## config.mk

```make
export PLATFORM = sky130hd
export DESIGN_NAME = dma_prio_arb
export DESIGN_NICKNAME = d
export VERILOG_FILES = /design/src/rtl/dma_arb_pkg.sv /design/src/rtl/arb_rank_table.sv /design/src/rtl/arb_pick.sv /design/src/rtl/dma_prio_arb.sv
export SDC_FILE = /design/constraint.sdc
export NUM_CORES = 1
export LEC_CHECK = 0
export BUFFER_PORTS_ARGS = -buffer_cell sky130_fd_sc_hd__clkbuf_2
export CAP_MARGIN = 0
export CELL_PAD_IN_SITES_DETAIL_PLACEMENT = 1
export CELL_PAD_IN_SITES_GLOBAL_PLACEMENT = 2
export CORE_UTILIZATION = 30
export CTS_CLUSTER_DIAMETER = 100
export CTS_CLUSTER_SIZE = 16
export DETAILED_ROUTE_END_ITERATION = 10
export PLACE_DENSITY_LB_ADDON = 0.1
export SETUP_SLACK_MARGIN = 0.3
export SYNTH_ARGS = -nofsm -noshare
export SYNTH_HDL_FRONTEND = slang
export SYNTH_HIERARCHICAL = 1
export SYNTH_SLANG_ARGS = --single-unit
```

## constraint.sdc

```tcl
create_clock -name clk_i -period 3.2 [get_ports clk_i]
set_input_delay 0.48 -clock clk_i [delete_from_list [all_inputs] [get_ports clk_i]]
set_output_delay 0.48 -clock clk_i [all_outputs]
set_load 0.1 [all_outputs]
```

## src/rtl/dma_arb_pkg.sv

```systemverilog
package dma_arb_pkg;
    localparam int NCH   = 4;
    localparam int IDX_W = $clog2(NCH);
    localparam int ORD_W = 2;

    typedef logic [IDX_W-1:0]          ch_idx_t;
    typedef logic [NCH-1:0]            ch_vec_t;
    typedef logic [NCH-1:0][IDX_W-1:0] rank_t;

    typedef enum logic [ORD_W-1:0] {
        ORD_LINEAR   = 2'b00,
        ORD_ZERO_TWO = 2'b01,
        ORD_TWO_ZERO = 2'b10,
        ORD_ROTATE   = 2'b11
    } ord_mode_e;

    typedef struct packed {
        logic    busy;
        ch_vec_t grant;
        ch_idx_t gidx;
        ch_idx_t head;
    } arb_state_t;
endpackage

```

## src/rtl/arb_rank_table.sv

```systemverilog
module arb_rank_table
    import dma_arb_pkg::*;
(
    input  logic [ORD_W-1:0] order_i,
    input  ch_idx_t          head_i,
    output rank_t            rank_o
);
    always_comb begin
        rank_o = '0;
        case (ord_mode_e'(order_i))
            ORD_LINEAR: begin
                for (int p = 0; p < NCH; p++) rank_o[p] = ch_idx_t'(p);
            end
            ORD_ZERO_TWO: begin
                rank_o[0] = ch_idx_t'(0);
                rank_o[1] = ch_idx_t'(2);
                rank_o[2] = ch_idx_t'(3);
                rank_o[3] = ch_idx_t'(1);
            end
            ORD_TWO_ZERO: begin
                rank_o[0] = ch_idx_t'(2);
                rank_o[1] = ch_idx_t'(0);
                rank_o[2] = ch_idx_t'(1);
                rank_o[3] = ch_idx_t'(3);
            end
            default: begin
                for (int p = 0; p < NCH; p++) rank_o[p] = head_i + ch_idx_t'(p);
            end
        endcase
    end
endmodule

```

## src/rtl/arb_pick.sv

```systemverilog
module arb_pick
    import dma_arb_pkg::*;
(
    input  logic    clk_i,
    input  logic    rst_ni,
    input  ch_vec_t elig_i,
    input  rank_t   rank_i,
    output ch_vec_t win_o,
    output ch_idx_t win_idx_o,
    output logic    hit_o
);
    always_comb begin
        hit_o     = 1'b0;
        win_o     = '0;
        win_idx_o = '0;
        for (int p = 0; p < NCH; p++) begin
            if (!hit_o && elig_i[rank_i[p]]) begin
                hit_o     = 1'b1;
                win_idx_o = rank_i[p];
                win_o     = ch_vec_t'(1) << rank_i[p];
            end
        end
    end

    // the winner is always drawn from the candidate set
    assert_win_is_candidate_R6: assert property (@(posedge clk_i) disable iff (!rst_ni)
        hit_o |-> ((win_o & elig_i) == win_o) && $onehot(win_o));
    assert_no_win_without_candidate_R6: assert property (@(posedge clk_i) disable iff (!rst_ni)
        (elig_i == '0) |-> !hit_o);
endmodule

```

## src/rtl/dma_prio_arb.sv

```systemverilog
module dma_prio_arb
    import dma_arb_pkg::*;
(
    input  logic             clk_i,
    input  logic             rst_ni,
    input  logic [NCH-1:0]   req_i,
    input  logic [NCH-1:0]   chan_en_i,
    input  logic             permit_i,
    input  logic [ORD_W-1:0] order_i,
    input  logic             done_i,
    output logic [NCH-1:0]   grant_o,
    output logic             grant_valid_o
);
    arb_state_t state_d, state_q;
    rank_t      rank;
    ch_vec_t    elig;
    ch_vec_t    win;
    ch_idx_t    win_idx;
    logic       hit;

    assign elig = req_i & chan_en_i & {NCH{permit_i}};

    arb_rank_table i_rank (
        .order_i (order_i),
        .head_i  (state_q.head),
        .rank_o  (rank)
    );

    arb_pick i_pick (
        .clk_i     (clk_i),
        .rst_ni    (rst_ni),
        .elig_i    (elig),
        .rank_i    (rank),
        .win_o     (win),
        .win_idx_o (win_idx),
        .hit_o     (hit)
    );

    always_comb begin
        state_d = state_q;
        if (state_q.busy) begin
            if (done_i) begin
                state_d.busy  = 1'b0;
                state_d.grant = '0;
                state_d.head  = state_q.gidx + 1'b1;
            end
        end else if (hit) begin
            state_d.busy  = 1'b1;
            state_d.grant = win;
            state_d.gidx  = win_idx;
        end
    end

    always_ff @(posedge clk_i or negedge rst_ni) begin
        if (!rst_ni) state_q <= '0;
        else         state_q <= state_d;
    end

    assign grant_o       = state_q.grant;
    assign grant_valid_o = state_q.busy;

    assert_grant_shape_R8: assert property (@(posedge clk_i) disable iff (!rst_ni)
        grant_valid_o ? $onehot(grant_o) : (grant_o == '0));
    assert_grant_held_R8: assert property (@(posedge clk_i) disable iff (!rst_ni)
        grant_valid_o && !done_i |=> grant_valid_o && $stable(grant_o));
    assert_done_releases_R9: assert property (@(posedge clk_i) disable iff (!rst_ni)
        grant_valid_o && done_i |=> !grant_valid_o);
    assert_no_grant_when_blocked_R7: assert property (@(posedge clk_i) disable iff (!rst_ni)
        !grant_valid_o && !permit_i |=> !grant_valid_o);
    assert_new_grant_eligible_R6: assert property (@(posedge clk_i) disable iff (!rst_ni)
        $rose(grant_valid_o) |-> (($past(req_i & chan_en_i) & grant_o) == grant_o) && $past(permit_i));
    assert_idle_candidate_granted_R11: assert property (@(posedge clk_i) disable iff (!rst_ni)
        !grant_valid_o && permit_i && |(req_i & chan_en_i) |=> grant_valid_o);
endmodule

```

# Word level (Yosys, flattened, before mapping)
# Cells that the tools add are included.
[classes]
n_addsub = 4
magnitude_cmp = 4
eq_ne = 3
n_shift = 4
n_mux = 24
n_bitwise = 3
reduce_logical = 11
[ops]
columns = ["cell", "n"]
rows = [
  ["case mux 8 bit (3 select lines)", 1],
  ["2-to-1 mux 4 bit", 4],
  ["<< shifter 1 x 2 -> 4 bit (first input constant)", 4],
  ["less-than comparator 2 x 3 -> 1 bit (second input constant)", 4],
  ["2-to-1 mux 5 bit", 2],
  ["AND 4 bit", 2],
  ["binary-select mux 1 bit (select 2 bit)", 4],
  ["2-to-1 mux 1 bit", 8],
  ["2-to-1 mux 2 bit", 4],
  ["2-to-1 mux 7 bit", 1],
  ["AND reduction 2 bit", 3],
  ["adder 2 x 1 -> 2 bit (second input constant)", 2],
  ["adder 2 bit (second input constant)", 2],
  ["logical AND 1 bit", 3],
  ["logical NOT 1 bit", 3],
  ["equality test 2 x 1 -> 1 bit (second input constant)", 1],
  ["equality test 2 bit (second input constant)", 1],
  ["logical NOT 2 bit", 1],
  ["!= test 2 bit (second input constant)", 1],
  ["nonzero test 2 bit", 1],
  ["inverter 1 bit", 1],
]
[totals]
reg_bits = 9
inputBits = 14
output_inout_bits = 5
word_cells = 57

# Depth between registers and ports, before layout
# Gate-level depths: netlist of the first run.
[logic_depth]
word_depth = 16
ltp_mapped = 11
mapped_depth_nobuf = 10

# Hierarchy
# The synthesis of the first run kept the hierarchy.
[modules_own_cells]
columns = ["mod", "instances", "cells_each", "area_per_inst_um2", "seq_area_each_um2"]
rows = [
  ["dma_prio_arb", 1, 36, 446.7, 225.2],
  ["arb_pick", 1, 53, 442.9, 0.0],
  ["arb_rank_table", 1, 19, 152.6, 0.0],
]

# Worst setup path after synthesis of the first run
# Ideal clock, no wire load.
[synth_timing]
path_type = "input port to flip-flop"
from = "input order_i[0]"
to = "register state_q[2] (netlist bit)"
setup_ns = 0.128
arrival_time_ns = 2.633
required_time_ns = 3.072
path_slack_ns = 0.439
path_stages = 10
path_buffers = 3
cell_sequence = "ha_1 > mux2_2 > clkbuf_1 > mux4_2 > buf_6 > nor3_4 > nand2b_1 > buf_4 > nor2b_1 > mux2_1"
[synth_rtl]
columns = ["element", "line", "rtl"]
rows = [
  ["start: declaration", "dma_prio_arb.sv:9", "input logic [ORD_W-1:0] order_i,"],
  ["end signal: assignment", "dma_prio_arb.sv:56", "else state_q <= state_d;"],
  ["end: declaration", "dma_prio_arb.sv:14", "arb_state_t state_d, state_q;"],
]

==> results of run 1 <==
kinds of logic after synthesis:
family	Yosys count	synth area share
flip-flops	9	0.216
AO/OA/AOI/OAI	21	0.161
AND/OR/NAND/NOR	35	0.208
multiplexers	19	0.244
buffers and inverters	17	0.0948
adder cells (fa/ha/maj)	5	0.0600
XOR/XNOR	2	0.0168
worst min path at each step:
stage / startpoint / to
detailed placement: rst_ni / grant_o[1]
floorplan: rst_ni / grant_o[0]
finish: rst_ni / grant_o[0]
global route: rst_ni / grant_o[1]
CTS: rst_ni / state_q[2]
global placement: rst_ni / grant_o[1]
through the flow:
step	util	worst slack, ns	cells	total power [W]
finish	0.353	0.478	171	0.000744
detailed placement	0.345	0.199	167	0.000661
global route	0.353	0.316	171	0.000796
CTS	0.353	0.474	171	0.000753
floorplan	-	0.439	108	0.000590
global placement	0.345	0.172	167	0.000655
routing by layer:
metal	global-route usage	vias to the layer above
met5	0	-
met4	0.00974	0
met3	0.0320	0
met2	0.210	12
met1	0.220	427
li1	-	432
flip-flops by register name, indices dropped and copies added, names as in the netlist:
register	cells
grant_valid_o	1
state_q	4
grant_o	4
where the power goes:
part           switching, W   total, W  internal [W]  leakage, nW
logic              0.000297   0.000449      0.000152        0.422
clock network     0.0000398  0.0000879     0.0000481       0.0150
registers         0.0000514   0.000207      0.000155        0.115
total              0.000389   0.000744      0.000355        0.552
layout by cell type, fill, tap and decap left out, types with 2 or more instances in the layout:
cell,synthesis,layout
clkbuf_2,0,18
nand2_1,11,11
dfrtp_1,9,9
inv_1,8,8
mux2i_1,7,7
ha_1,5,5
and3_1,4,4
o2bb2ai_1,4,4
mux4_2,4,4
nor3_1,4,4
mux2_2,4,4
buf_4,5,4
mux2_1,3,3
clkbuf_4,0,3
a32o_1,3,3
a21oi_1,3,3
o21a_1,2,2
xor2_1,2,2
o21ai_0,2,2
nor2_1,2,2
o32ai_1,2,2
a221o_1,2,2
nand2b_1,2,2
cells in the mapped netlist, types with 2 or more instances:
cell and n:
a21oi_1 3, a221o_1 2, a32o_1 3, and3_1 4, buf_4 5, buf_6 2
dfrtp_1 9, ha_1 5, inv_1 8, mux2_1 3, mux2_2 4, mux2i_1 7
mux4_2 4, nand2_1 11, nand2b_1 2, nor2_1 2, nor3_1 4, o21a_1 2
o21ai_0 2, o2bb2ai_1 4, o32ai_1 2, xor2_1 2
area by class of cell:
| cell class | instances | area (µm²) |
|---|---|---|
| Fill cell | 439 | 2160 |
| Clock buffer | 4 | 26.3 |
| Sequential cell | 9 | 225 |
| Multi-Input combinational cell | 82 | 718 |
| Tap cell | 46 | 57.6 |
| Inverter | 8 | 30.0 |
| Timing Repair Buffer | 22 | 120 |
==> flow_metrics.tcl, run 1 <==
set metrics [dict create \
    status "finished, final reports clean" \
    antenna_found_initial 0 \
    fin_crit_ns 2.72 \
    synthCells 108 \
    power-per-cell-area_nw_per_um2 632 \
    cp-startpoint "order_i[0]" \
    cts.htree.levels 1 \
    die_w_um 60.9 \
    rows 21 \
    area_growth_pct 13.0 \
    coreArea_um2 3340 \
    hp-class "input port to async pin" \
    yosysSeqAreaShare 0.216 \
    rr_worst_depth 7 \
    cp_num_cells 9 \
    crit_type "input port to flop" \
    nets 145 \
    post_route_cells_drive_above_1_share 0.312 \
    grt_first_pass_wirelength_mm 3.88 \
    slowest_stage "mux4_2" \
    cts_setup_buffers 0 \
    placed_area_um2 1150 \
    routed-wl-met3_um 52 \
    tightest_slew_ns 0.582 \
    portBuffers 18 \
    maxCapViolCount 0 \
    fin_skew_ns 0.000377 \
    yosys_most_used_dff "dfrtp_1" \
    r2r_end "state_q[3]" \
    r2r_slack_ns 0.59 \
    ant_nets 0 \
    top_layer "met3" \
    ys_ff_latch 9 \
    gr-total-overflow 0 \
    finalSetupViolations 0 \
    crit_chain "clkbuf_2 > ha_1 > nand2_1 > nand2b_1 > mux4_2 > nor2b_2 > a221o_1 > a32o_1 > mux2_1" \
    cp.required_ns 3.34 \
    initial_core_util 0.312 \
    die_y_um 60.9 \
    cts_tree "done" \
    die_area_um2 3710 \
    ios 19 \
    cp.arrival_ns 2.86 \
    wl_met2_mm 1.16 \
    finalMaxSlewViolations 0 \
    drc 0 \
    synth_async_sr_flop_share 1.00 \
    start_kind "input port" \
    crit_buf_inv 1 \
    cpPeakStageDelay_ns 0.59 \
    wl_met1_mm 1.27 \
    cts.path.max_buffers 2 \
    grt_start_max_net_pins 10 \
    ys_warn_count 6 \
    synth_cell_types 40 \
    insertion_delay_ns 0.26 \
    first_global_vias 773 \
    hpwl_mm 2.07 \
    ir_drop_mv 0.306 \
    ctsResizeCount 0 \
    syn_nets 127 \
    max_clock_freq_mhz 367 \
    vias 871 \
    fin_tns_setup_ns 0 \
    routabilityCongestion 0.817 \
    fin_crit_sh 0.851 \
    cp_top_family "multiplexers" \
    synth_top_area_cell "dfrtp_1" \
    synth_edf_count 0 \
    drtPass1Iterations 4 \
    max_slew_margin 0.612 \
    diodes 0 \
    cts_sinks 9 \
    final_cell_area_um2 1180 \
    cts-buffers-inserted 3 \
    r2r-start "state_q[0]" \
    clkSlewWorstSetupHoldPaths_ns 0.06 \
    avgSynthCellArea_um2 9.65 \
    finalWirelength_mm 2.49 \
    synth_area_leaders "dfrtp_1 (22%), mux4_2 (8.6%), mux2i_1 (6.7%), ha_1 (6.0%), mux2_2 (4.3%)" \
    rsz0062_at_grt "no" \
    hold_viol 0 \
    viasPerCell 5.09 \
    wl_per_cell_um 14.6 \
    crit_path_end_kind "flop" \
    synthesis.area_um2 1040 \
    fin_hold_ws_ns 0.0740 \
    grtUsageTotal 0.143 \
    drt_iter0_markers 18 \
    p_leak_nw 0.552 \
    path_max_fanout 7 \
    cp-endpoint "state_q[3]" \
    ctsRootBufferMaster "clkbuf_4" \
    hold_buffers 0 \
    synth.top_cell.area_share 0.216 \
]
Note: power is estimated with default switching activity, not from simulation.
==> inputs of run 2 (changes only) <==
--- a/config.mk
+++ b/config.mk
@@ -5,7 +5,6 @@
 export SDC_FILE = /design/constraint.sdc
 export NUM_CORES = 1
 export LEC_CHECK = 0
-export BUFFER_PORTS_ARGS = -buffer_cell sky130_fd_sc_hd__clkbuf_2
 export CAP_MARGIN = 0
 export CELL_PAD_IN_SITES_DETAIL_PLACEMENT = 1
 export CELL_PAD_IN_SITES_GLOBAL_PLACEMENT = 2
@@ -13,7 +12,8 @@
 export CTS_CLUSTER_DIAMETER = 100
 export CTS_CLUSTER_SIZE = 16
 export DETAILED_ROUTE_END_ITERATION = 10
-export PLACE_DENSITY_LB_ADDON = 0.1
+export DONT_BUFFER_PORTS = 1
+export PLACE_DENSITY = 0.59
 export SETUP_SLACK_MARGIN = 0.3
 export SYNTH_ARGS = -nofsm -noshare
 export SYNTH_HDL_FRONTEND = slang
==> constraint.sdc (replaced) <==
create_clock -name clk_i -period 3.4 [get_ports clk_i]
set_input_delay 0.51 -clock clk_i [delete_from_list [all_inputs] [get_ports clk_i]]
set_output_delay 0.51 -clock clk_i [all_outputs]
set_load 0.1 [all_outputs]
==> run 2 against run 1 <==
Against the previous run: clock power is 7.6% lower; power shrank 8.6%; die area did not move; setup slack improved by 0.35 ns; design area down 6.8%; via count is 6.7% lower; non-clock buffer count decreased by 17; sequential share of layout area is 1.4 points higher; critical endpoint is now grant_o[2]; largest cell class unchanged; largest power group is now sequential cells.
==> flow_metrics.tcl, run 2 (synthesis gave the netlist of run 1 again) <==
set metrics [dict create \
    status "finished, final reports clean" \
    die_w_um 60.9 \
    max_clock_freq_mhz 388 \
    routabilityCongestion 0.699 \
    drc 0 \
    ios 19 \
    finalMaxSlewViolations 0 \
    most-common-layout-cells "nand2_1 (11), dfrtp_1 (9), inv_1 (8), mux2i_1 (7), ha_1 (5)" \
    drtPass1Iterations 3 \
    final_cell_area_um2 1100 \
    crit_path_end_kind "flop" \
    hp-class "input port to flop" \
    max_slew_margin 0.302 \
    min_to "state_q[0]" \
    path_max_fanout 7 \
    gr-total-overflow 0 \
    diodes 0 \
    r2r-start "state_q[0]" \
    final_common_cell "nand2_1" \
    die_y_um 60.9 \
    cts_setup_buffers 0 \
    cts.path.max_buffers 2 \
    finalWirelength_mm 2.40 \
    ant_nets 0 \
    rsz0062_at_grt "no" \
    ir_drop_mv 0.252 \
    wl_per_cell_um 15.6 \
    ctsRootBufferMaster "clkbuf_4" \
    min_path_cells 2 \
    coreArea_um2 3340 \
    viasPerCell 5.28 \
    area_growth_pct 5.28 \
    vias 813 \
    maxCapViolCount 0 \
    holdCritStartpoint "done_i" \
    cpPeakStageDelay_ns 0.44 \
    clkSlewWorstSetupHoldPaths_ns 0.06 \
    post_route_cells_drive_above_1_share 0.194 \
    fin_hold_ws_ns 0.448 \
    rows 21 \
    fin_crit_sh 0.758 \
    grt_first_pass_wirelength_mm 3.86 \
    tightest_slew_ns 1.05 \
    crit_chain "ha_1 > nor3_1 > a21oi_1 > mux4_2 > nor3b_4 > or3_1 > a32o_1 > mux2i_1 > o2bb2ai_1" \
    portBuffers 0 \
    pre_cts_slack_ns 0.548 \
    cts-buffers-inserted 3 \
    r2r_end "grant_o[2]" \
    cp.arrival_ns 2.72 \
    fin_tns_setup_ns 0 \
    r2r_slack_ns 0.84 \
    hpwl_mm 2.02 \
    drt_iter0_markers 14 \
    grtUsageTotal 0.144 \
    crit_type "input port to flop" \
    grt_start_max_net_pins 12 \
    nets 128 \
    finalSetupViolations 0 \
    fin_skew_ns 0.00562 \
    slowest_stage "mux4_2" \
    die_area_um2 3710 \
    cts_tree "done" \
    fin_crit_ns 2.58 \
    cp.required_ns 3.55 \
    insertion_delay_ns 0.26 \
    p_leak_nw 0.480 \
    setup_slack_ns 0.824 \
    cts.htree.levels 1 \
    power-per-cell-area_nw_per_um2 620 \
    start_kind "input port" \
    initial_core_util 0.312 \
    placed_area_um2 1060 \
    first_global_vias 812 \
    hold_viol 0 \
    rr_worst_depth 8 \
    nFillCells 398 \
    cts_sinks 9 \
    antenna_found_initial 0 \
]
-- run 2: routing by layer --
metal,vias up,wire (µm),track usage
met1,407,1200,0.200
met2,9,1160,0.237
met5,-,0,0
met4,0,0,0
li1,397,-,-
met3,0,48,0.0405
-- run 2: worst max path at each step --
| stage | from | end | cells after the start |
|---|---|---|---|
| 4_1_cts | state_q[0] | grant_o[2] | 8 |
| 3_3_place_gp | order_i[0] | grant_o[2] | 8 |
| 6_report | order_i[0] | grant_o[2] | 9 |
| 2_1_floorplan | order_i[0] | state_q[2] | 10 |
| 3_5_place_dp | order_i[0] | grant_o[2] | 9 |
| 5_1_grt | state_q[0] | grant_o[2] | 8 |
-- run 2: through the flow --
stage,std cells,util,power [W]
2_1_floorplan,108,-,0.000555
4_1_cts,154,0.329,0.000691
5_1_grt,154,0.329,0.000732
3_5_place_dp,149,0.318,0.000603
6_report,154,0.329,0.000680
3_3_place_gp,149,0.318,0.000598
-- run 2: where the power goes --
part | internal, W | switching, W | leakage, nW
sequential | 0.000143 | 0.000181 | 0.115
clock | 0.0000452 | 0.0000361 | 0.0150
combinational | 0.000134 | 0.000142 | 0.349
total | 0.000321 | 0.000359 | 0.480
-- run 2: repair_timing --
item / in CTS / in global routing
resized for setup: 0 / 0
endpoints found under the hold margin: 9 / 0
hold buffers: 1 / 0
-- run 2: final cells by class --
class                   count  area, µm²  share of cell area
inverters                   8       30.0              0.0274
clock buffers               4       26.3              0.0239
repair buffers              5       40.0              0.0365
well taps                  46       57.6              0.0525
multi-input cells          82        718               0.655
flip-flops and latches      9        225               0.205
-- run 2: critical path: cells and delay by family --
family	cells	cell delay [ns]
AO/OA/AOI/OAI	3	0.73
adder cells (fa/ha/maj)	1	0.26
multiplexers	2	0.57
AND/OR/NAND/NOR	3	0.65
